File: src/rtl/irq_group_arb.sv
module irq_group_arb #(
  parameter int NSRC = 32,
  parameter int PW   = 5,
  localparam int IDW   = $clog2(NSRC),
  localparam int DEPTH = 1 << PW,
  localparam int SPW   = $clog2(DEPTH + 1),
  localparam int GW    = PW + 1
) (
  input  logic            clk,
  input  logic            rst_n,
  input  logic [NSRC-1:0] irq_req,
  input  logic            cfg_we,
  input  logic            cfg_grp,
  input  logic [IDW-1:0]  cfg_idx,
  input  logic [PW-1:0]   cfg_data,
  input  logic            take_ack,
  input  logic            eoi,
  output logic            take_irq,
  output logic [IDW-1:0]  take_id,
  output logic            act_valid,
  output logic [IDW-1:0]  act_id,
  output logic [NSRC-1:0] irq_pend,
  output logic [NSRC-1:0] irq_ovf
);
  localparam logic [2:0] GMIN = 3'(7 - PW);

  logic [NSRC-1:0] req_q, pend_q, ovf_q;
  logic [PW-1:0]   prio_q [NSRC];
  logic [2:0]      grp_q;
  logic [IDW-1:0]  stk_id  [DEPTH];
  logic [GW-1:0]   stk_grp [DEPTH];
  logic [SPW-1:0]  sp;

  logic            any;
  logic [IDW-1:0]  best_id;
  logic [PW-1:0]   best_p;

  wire [NSRC-1:0] rise   = irq_req & ~req_q;
  wire [2:0]      shf    = ((grp_q < GMIN) ? GMIN : grp_q) - GMIN;
  wire [GW-1:0]   win_g  = GW'(best_p >> shf);
  wire [PW-1:0]   top_ix = PW'(sp - 1'b1);
  wire [GW-1:0]   run_g  = (sp == '0) ? GW'(DEPTH) : stk_grp[top_ix];
  wire            acc    = take_ack & take_irq & ~eoi;
  wire            pop    = eoi & (sp != '0);
  wire [NSRC-1:0] clr    = acc ? (NSRC'(1) << best_id) : '0;

  always_comb begin
    any     = 1'b0;
    best_id = '0;
    best_p  = '1;
    for (int i = 0; i < NSRC; i++)
      if (pend_q[i] && (!any || prio_q[i] < best_p)) begin
        any     = 1'b1;
        best_id = IDW'(i);
        best_p  = prio_q[i];
      end
  end

  assign take_irq  = any && (win_g < run_g);
  assign take_id   = best_id;
  assign act_valid = (sp != '0);
  assign act_id    = stk_id[top_ix];
  assign irq_pend  = pend_q;
  assign irq_ovf   = ovf_q;

  always_ff @(posedge clk) begin
    if (!rst_n) begin
      req_q  <= '0;
      pend_q <= '0;
      ovf_q  <= '0;
      grp_q  <= GMIN;
      sp     <= '0;
      for (int i = 0; i < NSRC; i++) prio_q[i] <= '0;
      for (int i = 0; i < DEPTH; i++) begin
        stk_id[i]  <= '0;
        stk_grp[i] <= '0;
      end
    end else begin
      req_q  <= irq_req;
      pend_q <= (pend_q & ~clr) | rise;
      ovf_q  <= (ovf_q & ~clr) | (rise & pend_q & ~clr);
      if (cfg_we) begin
        if (cfg_grp) grp_q <= cfg_data[2:0];
        else if (int'(cfg_idx) < NSRC) prio_q[cfg_idx] <= cfg_data;
      end
      if (pop) sp <= sp - 1'b1;
      else if (acc) begin
        stk_id[PW'(sp)]  <= best_id;
        stk_grp[PW'(sp)] <= win_g;
        sp               <= sp + 1'b1;
      end
    end
  end


  take_pend_chk: assert property (@(posedge clk) disable iff (!rst_n)
    take_irq |-> pend_q[take_id]);

  ovf_pend_chk: assert property (@(posedge clk) disable iff (!rst_n)
    (ovf_q & ~pend_q) == '0);

  stk_order_chk: assert property (@(posedge clk) disable iff (!rst_n)
    (sp >= SPW'(2)) |-> (stk_grp[top_ix] < stk_grp[PW'(sp - SPW'(2))]));

  depth_chk: assert property (@(posedge clk) disable iff (!rst_n)
    sp <= SPW'(DEPTH));

  push_chk: assert property (@(posedge clk) disable iff (!rst_n)
    acc |=> act_valid && act_id == $past(take_id));

  pop_chk: assert property (@(posedge clk) disable iff (!rst_n)
    pop |=> sp == $past(sp) - 1'b1);

  both_chk: assert property (@(posedge clk) disable iff (!rst_n)
    (eoi && take_ack && sp == '0) |=> !act_valid);
endmodule

File: config.mk
export PLATFORM = sky130hd
export DESIGN_NAME = irq_group_arb
export DESIGN_NICKNAME = d
export VERILOG_FILES = /design/src/rtl/irq_group_arb.sv
export SDC_FILE = /design/constraint.sdc
export NUM_CORES = 1
export LEC_CHECK = 0
export BUFFER_PORTS_ARGS = -buffer_cell sky130_fd_sc_hd__buf_2
export CAP_MARGIN = 40
export CORE_UTILIZATION = 50
export DETAILED_ROUTE_END_ITERATION = 10
export PLACE_DENSITY = 0.72
export SETUP_SLACK_MARGIN = 0.5
export SYNTH_ARGS = -nofsm -noshare
export SYNTH_HDL_FRONTEND = slang
export SYNTH_SLANG_ARGS = --single-unit
File: constraint.sdc
create_clock -name clk -period 56.4 [get_ports clk]
set_input_delay 2.82 -clock clk [delete_from_list [all_inputs] [get_ports clk]]
set_output_delay 2.82 -clock clk [all_outputs]
set_load 0.005 [all_outputs]
==> out/qor.log, run 1 <==
[setup_path] crit path max-delay cell type sky130_fd_sc_hd__or4_1
[clock_network] clock tree root driver cell sky130_fd_sc_hd__clkbuf_16
[synthesis] count of cell types in the netlist 141
[drt] WL met2 46100 µm
[place] Final HPWL DP 69300 µm
[layout] antenna diode count 0
[synthesis] register bit count reported by yosys 585
[synthesis] Syn Area/Cell 10.8 µm²
[drt] met3 routed WL 9510 µm
[sta] final hold vios 0
[clock_network] Reg clk slew, reported paths 60 ps
[clock_network] H-tree depth reported by CTS 3
[min_path] Min-Delay Endpoint irq_pend[31]$_SDFF_PN0_
[setup_path] Crit path top cell by count sky130_fd_sc_hd__ha_1
[synthesis] fraction of the yosys area taken by sequential cells 48.0%
[setup_path] required time at the worst-slack endpoint 53580 ps
[global_routing] Overflow after GRT 0
[drt] wl on met1 41600 µm
[min_path] number of cells on the worst hold path 1
[clock_network] TritonCTS buffer count 66
[run] Max Cap Violations 0
[layout] Layout Area Growth over Synthesis 13.1%
[global_routing] pin count of the biggest net entering global routing 90
[drt] residual antenna-violating net count after detailed routing 0
[clock_network] CTS tree done
[setup_path] logic depth of the worst register-to-register path 259
[layout] share of final-layout standard cells stronger than drive strength 1 21.6%
[drt] DR WL/cell 23.5 µm
[floorplanning] die width 264 µm
[floorplanning] area of the die 0.0699 mm²
[drt] number of DRC markers after the initial detailed-route iteration 3174
[drt] number of detailed-route iterations in the first pass 6
[floorplanning] floorplan die height 264 µm
[setup_path] critical path fanouts, max 9
[drt] total detailed-routing wirelength 100000 µm
[outcome] status finished clean
[synthesis] top cells by area, synth sky130_fd_sc_hd__edfxtp_1, sky130_fd_sc_hd__mux4_2, sky130_fd_sc_hd__dfxtp_1
[sta] maximum clock rate 0.0187 GHz
[sta] min Tclk post-route 53580 ps
[floorplanning] number of standard-cell rows in the floorplan 95
[place] input/output buffers 123
[drt] drt drc 0
[min_path] Hold Startpoint req_q[31]$_SDFF_PN0_
[clock_network] maximum buffer depth of the clock tree 3
[global_routing] number of global-route vias before repair 25507
[synthesis] mapped cell area 0.0344 mm²
[setup_path] Worst Setup End Kind primary output
[clock_network] clock sinks 585
[global_routing] Global Route Usage Sum 28.1%
[sta] slew at the pin closest to its max-slew limit 988 ps
[setup_path] reg2reg end stk_id[3][2]$_SDFFCE_PN0P_
[sta] remaining max-slew budget at the tightest pin 34.0%
[global_routing] first-pass GRT wire length 151000 µm
[synthesis] Yosys top cell by area sky130_fd_sc_hd__edfxtp_1
[synthesis] most instantiated flip-flop cell in the synthesis netlist sky130_fd_sc_hd__edfxtp_1
[layout] count of nets after finishing 3465
[setup_path] arrival time of the worst setup path 50760 ps
[sta] Max Slew Vio Count 0
[floorplanning] I/O Pins 124
[drt] highest metal layer used by the detailed router met5
[min_path] type of the most critical hold path reg -> reg
[synthesis] Post-Syn Nets 3302
[setup_path] launch point of the worst reg-to-reg path irq_pend[0]$_SDFF_PN0_
[synthesis] number of enable-type register cells in the synthesized netlist 480
[sta] final-layout worst hold slack 441 ps
[floorplanning] Starting Density 50.9%
[place] RePlAce Congestion 0.962
[setup_path] Register-to-Register Setup Slack 3890 ps
[setup_path] Setup Crit Path Kind reg -> out
[global_routing] antenna violations before repair 1
[drt] vias 27008
[sta] Period Utilization, post-route 95.0%
[drt] Via-to-Cell Ratio 6.32
[synthesis] count of yosys warnings during synthesis 0
[synthesis] synthesized netlist cell count 3181
[sta] worst clock skew on the final layout 35.8 ps
[setup_path] CP Launch Type register
[clock_network] clock latency on the worst-skew pair 620 ps
[synthesis] share of Yosys cell area claimed by the top area cell type 41.9%
[setup_path] longest individual stage delay on the worst path 540 ps
[floorplanning] core region area 0.0676 mm²
[synthesis] fraction of synthesis flops using an asynchronous set or reset pin 0%
[sta] total setup violations reported at the end of the flow 0
[cell families after synthesis]
| group | share of synthesized area, % |
|---|---|
| and+or+nand+nor | 19.8 |
| muxes | 9.73 |
| buffers and inverters | 4.75 |
| xor gates and xnor gates | 0.429 |
| DFF | 48.0 |
| AOI/OAI and AO/OA | 14.4 |
| adders and majority gates | 2.98 |
[cell type report]
type	instances	area, µm²
timing repair buffer	258	1770
clock inverter	33	353
inverter	137	514
clock buffer	89	1850
tap	873	1090
sequential	585	16500
fill	5560	28700
multi-input combinational	2296	16800
[through the flow]
stage	util [%]	instances	setup TNS, ps	worst slack [ps]	cell area, µm²
after floorplan	-	3181	0	3900	34400
after global placement	52.4	4059	0	215	35400
after detailed placement	53.0	4095	-835	-835	35800
after CTS	56.4	4223	0	569	38100
after global routing	57.6	4271	-245	-245	38900
final	57.6	4271	0	2820	38900
[flip-flops by register name, indices dropped and copies added (netlist names)]
register / count
stk_id: 160
sp: 6
grp_q: 3
req_q: 32
irq_ovf: 32
stk_grp: 160
prio_q: 160
irq_pend: 32
[cells in the mapped netlist, drive strengths merged (29+ instances only)]
cell,number
a31oi,48
nor2,419
ha,73
buf,63
mux2,43
inv,136
nand2,221
o21ai,200
nand3,56
nor3,140
and3,29
mux2i,56
and2,225
a21oi,128
clkbuf,79
edfxtp,480
mux4,100
dfxtp,105
nand2b,34
[metal layers]
layer | vias to the layer above | GRT usage, %
li1 | 12226 | -
met1 | 13281 | 39.2
met2 | 1287 | 44.1
met3 | 212 | 5.73
met4 | 2 | 8.75
met5 | - | 0
[critical path, delay by kind of cell (launching register included)]
family                     cells  cell delay [ps]
DFF                            1              340
buffers and inverters         29             2480
muxes                         21             5560
AOI/OAI and AO/OA            107            21960
adders and majority gates     34             8700
and+or+nand+nor               68            11130
[how the worst max path moves through the flow]
| stage | start | end | slack, ps | depth (start not counted) |
|---|---|---|---|---|
| 2_1_floorplan | irq_pend[0]$_SDFF_PN0_ | take_irq | 3900 | 261 |
| 3_3_place_gp | irq_pend[0]$_SDFF_PN0_ | take_irq | 210 | 257 |
| 3_5_place_dp | irq_pend[0]$_SDFF_PN0_ | take_irq | -830 | 256 |
| 4_1_cts | irq_pend[0]$_SDFF_PN0_ | take_irq | 570 | 258 |
| 5_1_grt | irq_pend[0]$_SDFF_PN0_ | take_irq | -240 | 260 |
| 6_report | irq_pend[0]$_SDFF_PN0_ | take_irq | 2820 | 259 |
[cell usage in the layout (no fill, tap or decap), drive strengths merged, types with 12 or more instances in the layout]
| master | n |
|---|---|
| o22ai | 12 |
| clkbuf | 89 |
| nor2b | 27 |
| or2 | 15 |
| a21boi | 14 |
| nor4 | 19 |
| a31oi | 48 |
| nor2 | 419 |
| and3 | 29 |
| nor3b | 16 |
| a211o | 13 |
| inv | 139 |
| and2 | 225 |
| nand3b | 13 |
| nor3 | 140 |
| o21a | 23 |
| and2b | 13 |
| o211ai | 27 |
| a311oi | 12 |
| or3 | 25 |
| buf | 257 |
| mux2i | 56 |
| a21oi | 128 |
| ha | 73 |
| o31ai | 26 |
| a21o | 19 |
| nand2b | 34 |
| nand3 | 56 |
| mux2 | 43 |
| edfxtp | 480 |
| o21ai | 200 |
| dfxtp | 105 |
| mux4 | 100 |
| nand2 | 221 |
| clkinv | 21 |
| a211oi | 18 |
[timing repair]
action,in CTS,in global routing
endpoints found under the setup margin,85,716
resized for setup,14,102
setup buffers,6,46
pin swaps,6,36
hold buffers,0,0
endpoints found under the hold margin,0,0
cloned,0,1
Power of run 1 is left out: the tool's default activity adds up to more than one toggle a clock period on the data nets, which glitch-free logic cannot reach.
==> inputs of run 2 (changes only) <==
--- a/config.mk
+++ b/config.mk
@@ -8,6 +8,7 @@
 export BUFFER_PORTS_ARGS = -buffer_cell sky130_fd_sc_hd__buf_2
 export CAP_MARGIN = 40
 export CORE_UTILIZATION = 50
+export CTS_BUF_LIST = sky130_fd_sc_hd__clkbuf_4 sky130_fd_sc_hd__clkbuf_8
 export DETAILED_ROUTE_END_ITERATION = 10
 export PLACE_DENSITY = 0.72
 export SETUP_SLACK_MARGIN = 0.5
==> out/qor.log, run 2 (synthesized netlist as in run 1, its figures left out) <==
[global_routing] number of global-route vias before repair 25772 [+1.0%]
[layout] area of all placed cells without fillers 0.0389 mm² [about the same]
[layout] biggest registers after layout prio_q x160, stk_grp x160, stk_id x160
[clock_network] maximum buffer depth of the clock tree 3 [unchanged]
[sta] remaining max-slew budget at the tightest pin 34.3% [+0.27 points]
[global_routing] pin count of the biggest net entering global routing 90 [unchanged]
[setup_path] Worst Setup End Kind primary output
[sta] worst clock skew on the final layout 65.7 ps [+29.9 ps]
[setup_path] crit path max-delay cell type sky130_fd_sc_hd__or4_1
[floorplanning] I/O Pins 124 [unchanged]
[layout] most common library cell in the layout ignoring fill and taps sky130_fd_sc_hd__edfxtp_1
[sta] slew at the pin closest to its max-slew limit 984 ps [-4.01 ps]
[setup_path] CP Launch Type register
[setup_path] critical path fanouts, max 9 [unchanged]
[clock_network] clock sinks 585 [unchanged]
[place] RePlAce Congestion 0.962 [unchanged]
[floorplanning] die width 264 µm [unchanged]
[setup_path] longest individual stage delay on the worst path 540 ps [about the same]
[drt] residual antenna-violating net count after detailed routing 0 [unchanged]
[layout] number of fill cells 5598 [+0.68%]
[run] Max Cap Violations 0 [unchanged]
[setup_path] Setup Crit Path Kind reg -> out
[global_routing] first-pass GRT wire length 151000 µm [about the same]
[place] dpl cell area 0.0358 mm² [unchanged]
[floorplanning] floorplan die height 264 µm [unchanged]
[sta] Max Slew Vio Count 0 [unchanged]
[sta] Worst Slack Setup Final 2730 ps [-90.7 ps]
[place] input/output buffers 123 [unchanged]
[sta] maximum clock rate 0.0186 GHz [-0.17%]
[sta] total setup violations reported at the end of the flow 0 [unchanged]
[drt] drt drc 0 [unchanged]
[floorplanning] core region area 0.0676 mm² [unchanged]
[clock_network] Reg clk slew, reported paths 60 ps [about the same]
[clock_network] H-tree depth reported by CTS 3 [unchanged]
[layout] count of nets after finishing 3498 [+0.95%]
[drt] vias 27133 [+0.46%]
[global_routing] Overflow after GRT 0 [unchanged]
[setup_path] worst setup path start irq_pend[0]$_SDFF_PN0_
[place] Final HPWL DP 69300 µm [unchanged]
[floorplanning] Starting Density 50.9% [unchanged]
[drt] Via-to-Cell Ratio 6.26 [-1.0%]
[setup_path] Crit path top cell by count sky130_fd_sc_hd__ha_1
[drt] number of DRC markers after the initial detailed-route iteration 2810 [-11%]
[clock_network] hold-fix buffer count after cts 0 [unchanged]
[setup_path] required time at the worst-slack endpoint 53580 ps [about the same]
[min_path] Hold Startpoint req_q[31]$_SDFF_PN0_
[layout] count of placed standard cells in the final layout, fillers left out 4334 [+1.5%]
[global_routing] antenna violations before repair 2 [+1]
[outcome] status finished clean
[setup_path] launch point of the worst reg-to-reg path irq_pend[0]$_SDFF_PN0_
[sta] Period Utilization, post-route 95.2% [+0.16 points]
[floorplanning] number of standard-cell rows in the floorplan 95 [unchanged]
[clock_network] clock tree root driver cell sky130_fd_sc_hd__clkbuf_8
[sta] min Tclk post-route 53670 ps [+90.7 ps]
[drt] number of detailed-route iterations in the first pass 6 [unchanged]
[layout] leading cell types in the layout, fill and taps excluded sky130_fd_sc_hd__edfxtp_1, sky130_fd_sc_hd__nor2_1, sky130_fd_sc_hd__and2_1
[clock_network] clock latency on the worst-skew pair 760 ps [+140 ps]
[layout] share of final-layout standard cells stronger than drive strength 1 23.3% [+1.7 points]
[floorplanning] area of the die 0.0699 mm² [unchanged]
[place] Placed Cells incl. Taps 4095 [unchanged]
[layout] Layout Area Growth over Synthesis 13.1% [about the same]
[clock_network] CTS tree done
[place] post-placement setup slack -835 ps [unchanged]
[drt] total detailed-routing wirelength 101000 µm [+0.32%]
[setup_path] arrival time of the worst setup path 50850 ps [+90 ps]
[sta] final hold vios 0 [unchanged]
[clock_network] TritonCTS buffer count 99 [+50%]
[drt] DR WL/cell 23.3 µm [-1.1%]
[global_routing] Global Route Usage Sum 28.1% [about the same]
[min_path] type of the most critical hold path reg -> reg
-- run 2: cell count changes in the layout (fill, tap and decap cells not counted), sizes merged --
cell	change
clkbuf	+57
clkinv	+5
clkinvlp	-3
diode	+2
inv	+2
-- run 2: final timing paths --
check	end	slack, ps	cells after the start
setup reg to reg	stk_id[15][4]$_SDFFCE_PN0P_	3930	257
setup / recovery	take_irq	2730	257
hold reg to reg	irq_pend[31]$_SDFF_PN0_	440	1
hold / removal	irq_pend[31]$_SDFF_PN0_	440	1
-- run 2: repair_timing --
| item | 4_1_cts | 5_1_grt |
|---|---|---|
| pin swaps | 6 | 37 |
| endpoints found under the setup margin | 73 | 716 |
| setup buffers | 6 | 46 |
| hold endpoints to repair | 0 | 0 |
| gates cloned | 0 | 1 |
| gates resized for setup | 16 | 104 |
-- run 2: through the flow --
step,hold slack (ps),TNS (ps),util [%]
5_1_grt,470,-257,57.6
2_1_floorplan,413,0,-
3_5_place_dp,438,-835,53.0
4_1_cts,446,0,56.4
6_report,438,0,57.6
3_3_place_gp,420,0,52.4
-- run 2: final cells by class --
type | count | area, µm² | area share, %
Sequential cell | 585 | 16500 | 42.4
Clock inverter | 37 | 363 | 0.932
Multi-Input combinational cell | 2296 | 16900 | 43.3
Tap cell | 873 | 1090 | 2.80
Antenna cell | 2 | 5.00 | 0.0128
Clock buffer | 146 | 1820 | 4.66
Inverter | 137 | 514 | 1.32
Timing Repair Buffer | 258 | 1770 | 4.55
-- run 2: critical path: cells and delay by family (launching register included) --
| kind | cells | cell delay, ps |
|---|---|---|
| AOI/OAI and AO/OA | 103 | 21590 |
| adders and majority gates | 34 | 8850 |
| buffers and inverters | 29 | 2460 |
| DFF | 1 | 340 |
| muxes | 21 | 5540 |
| and+or+nand+nor | 70 | 11220 |
-- run 2: metal layers --
layer	up-vias	GRT usage, %	wire (µm)
met1	13278	38.7	41600
met2	1352	44.2	46300
met5	-	0	11
met4	2	9.27	2880
li1	12296	-	-
met3	205	5.84	9930
Power of run 2 is left out for the same reason.
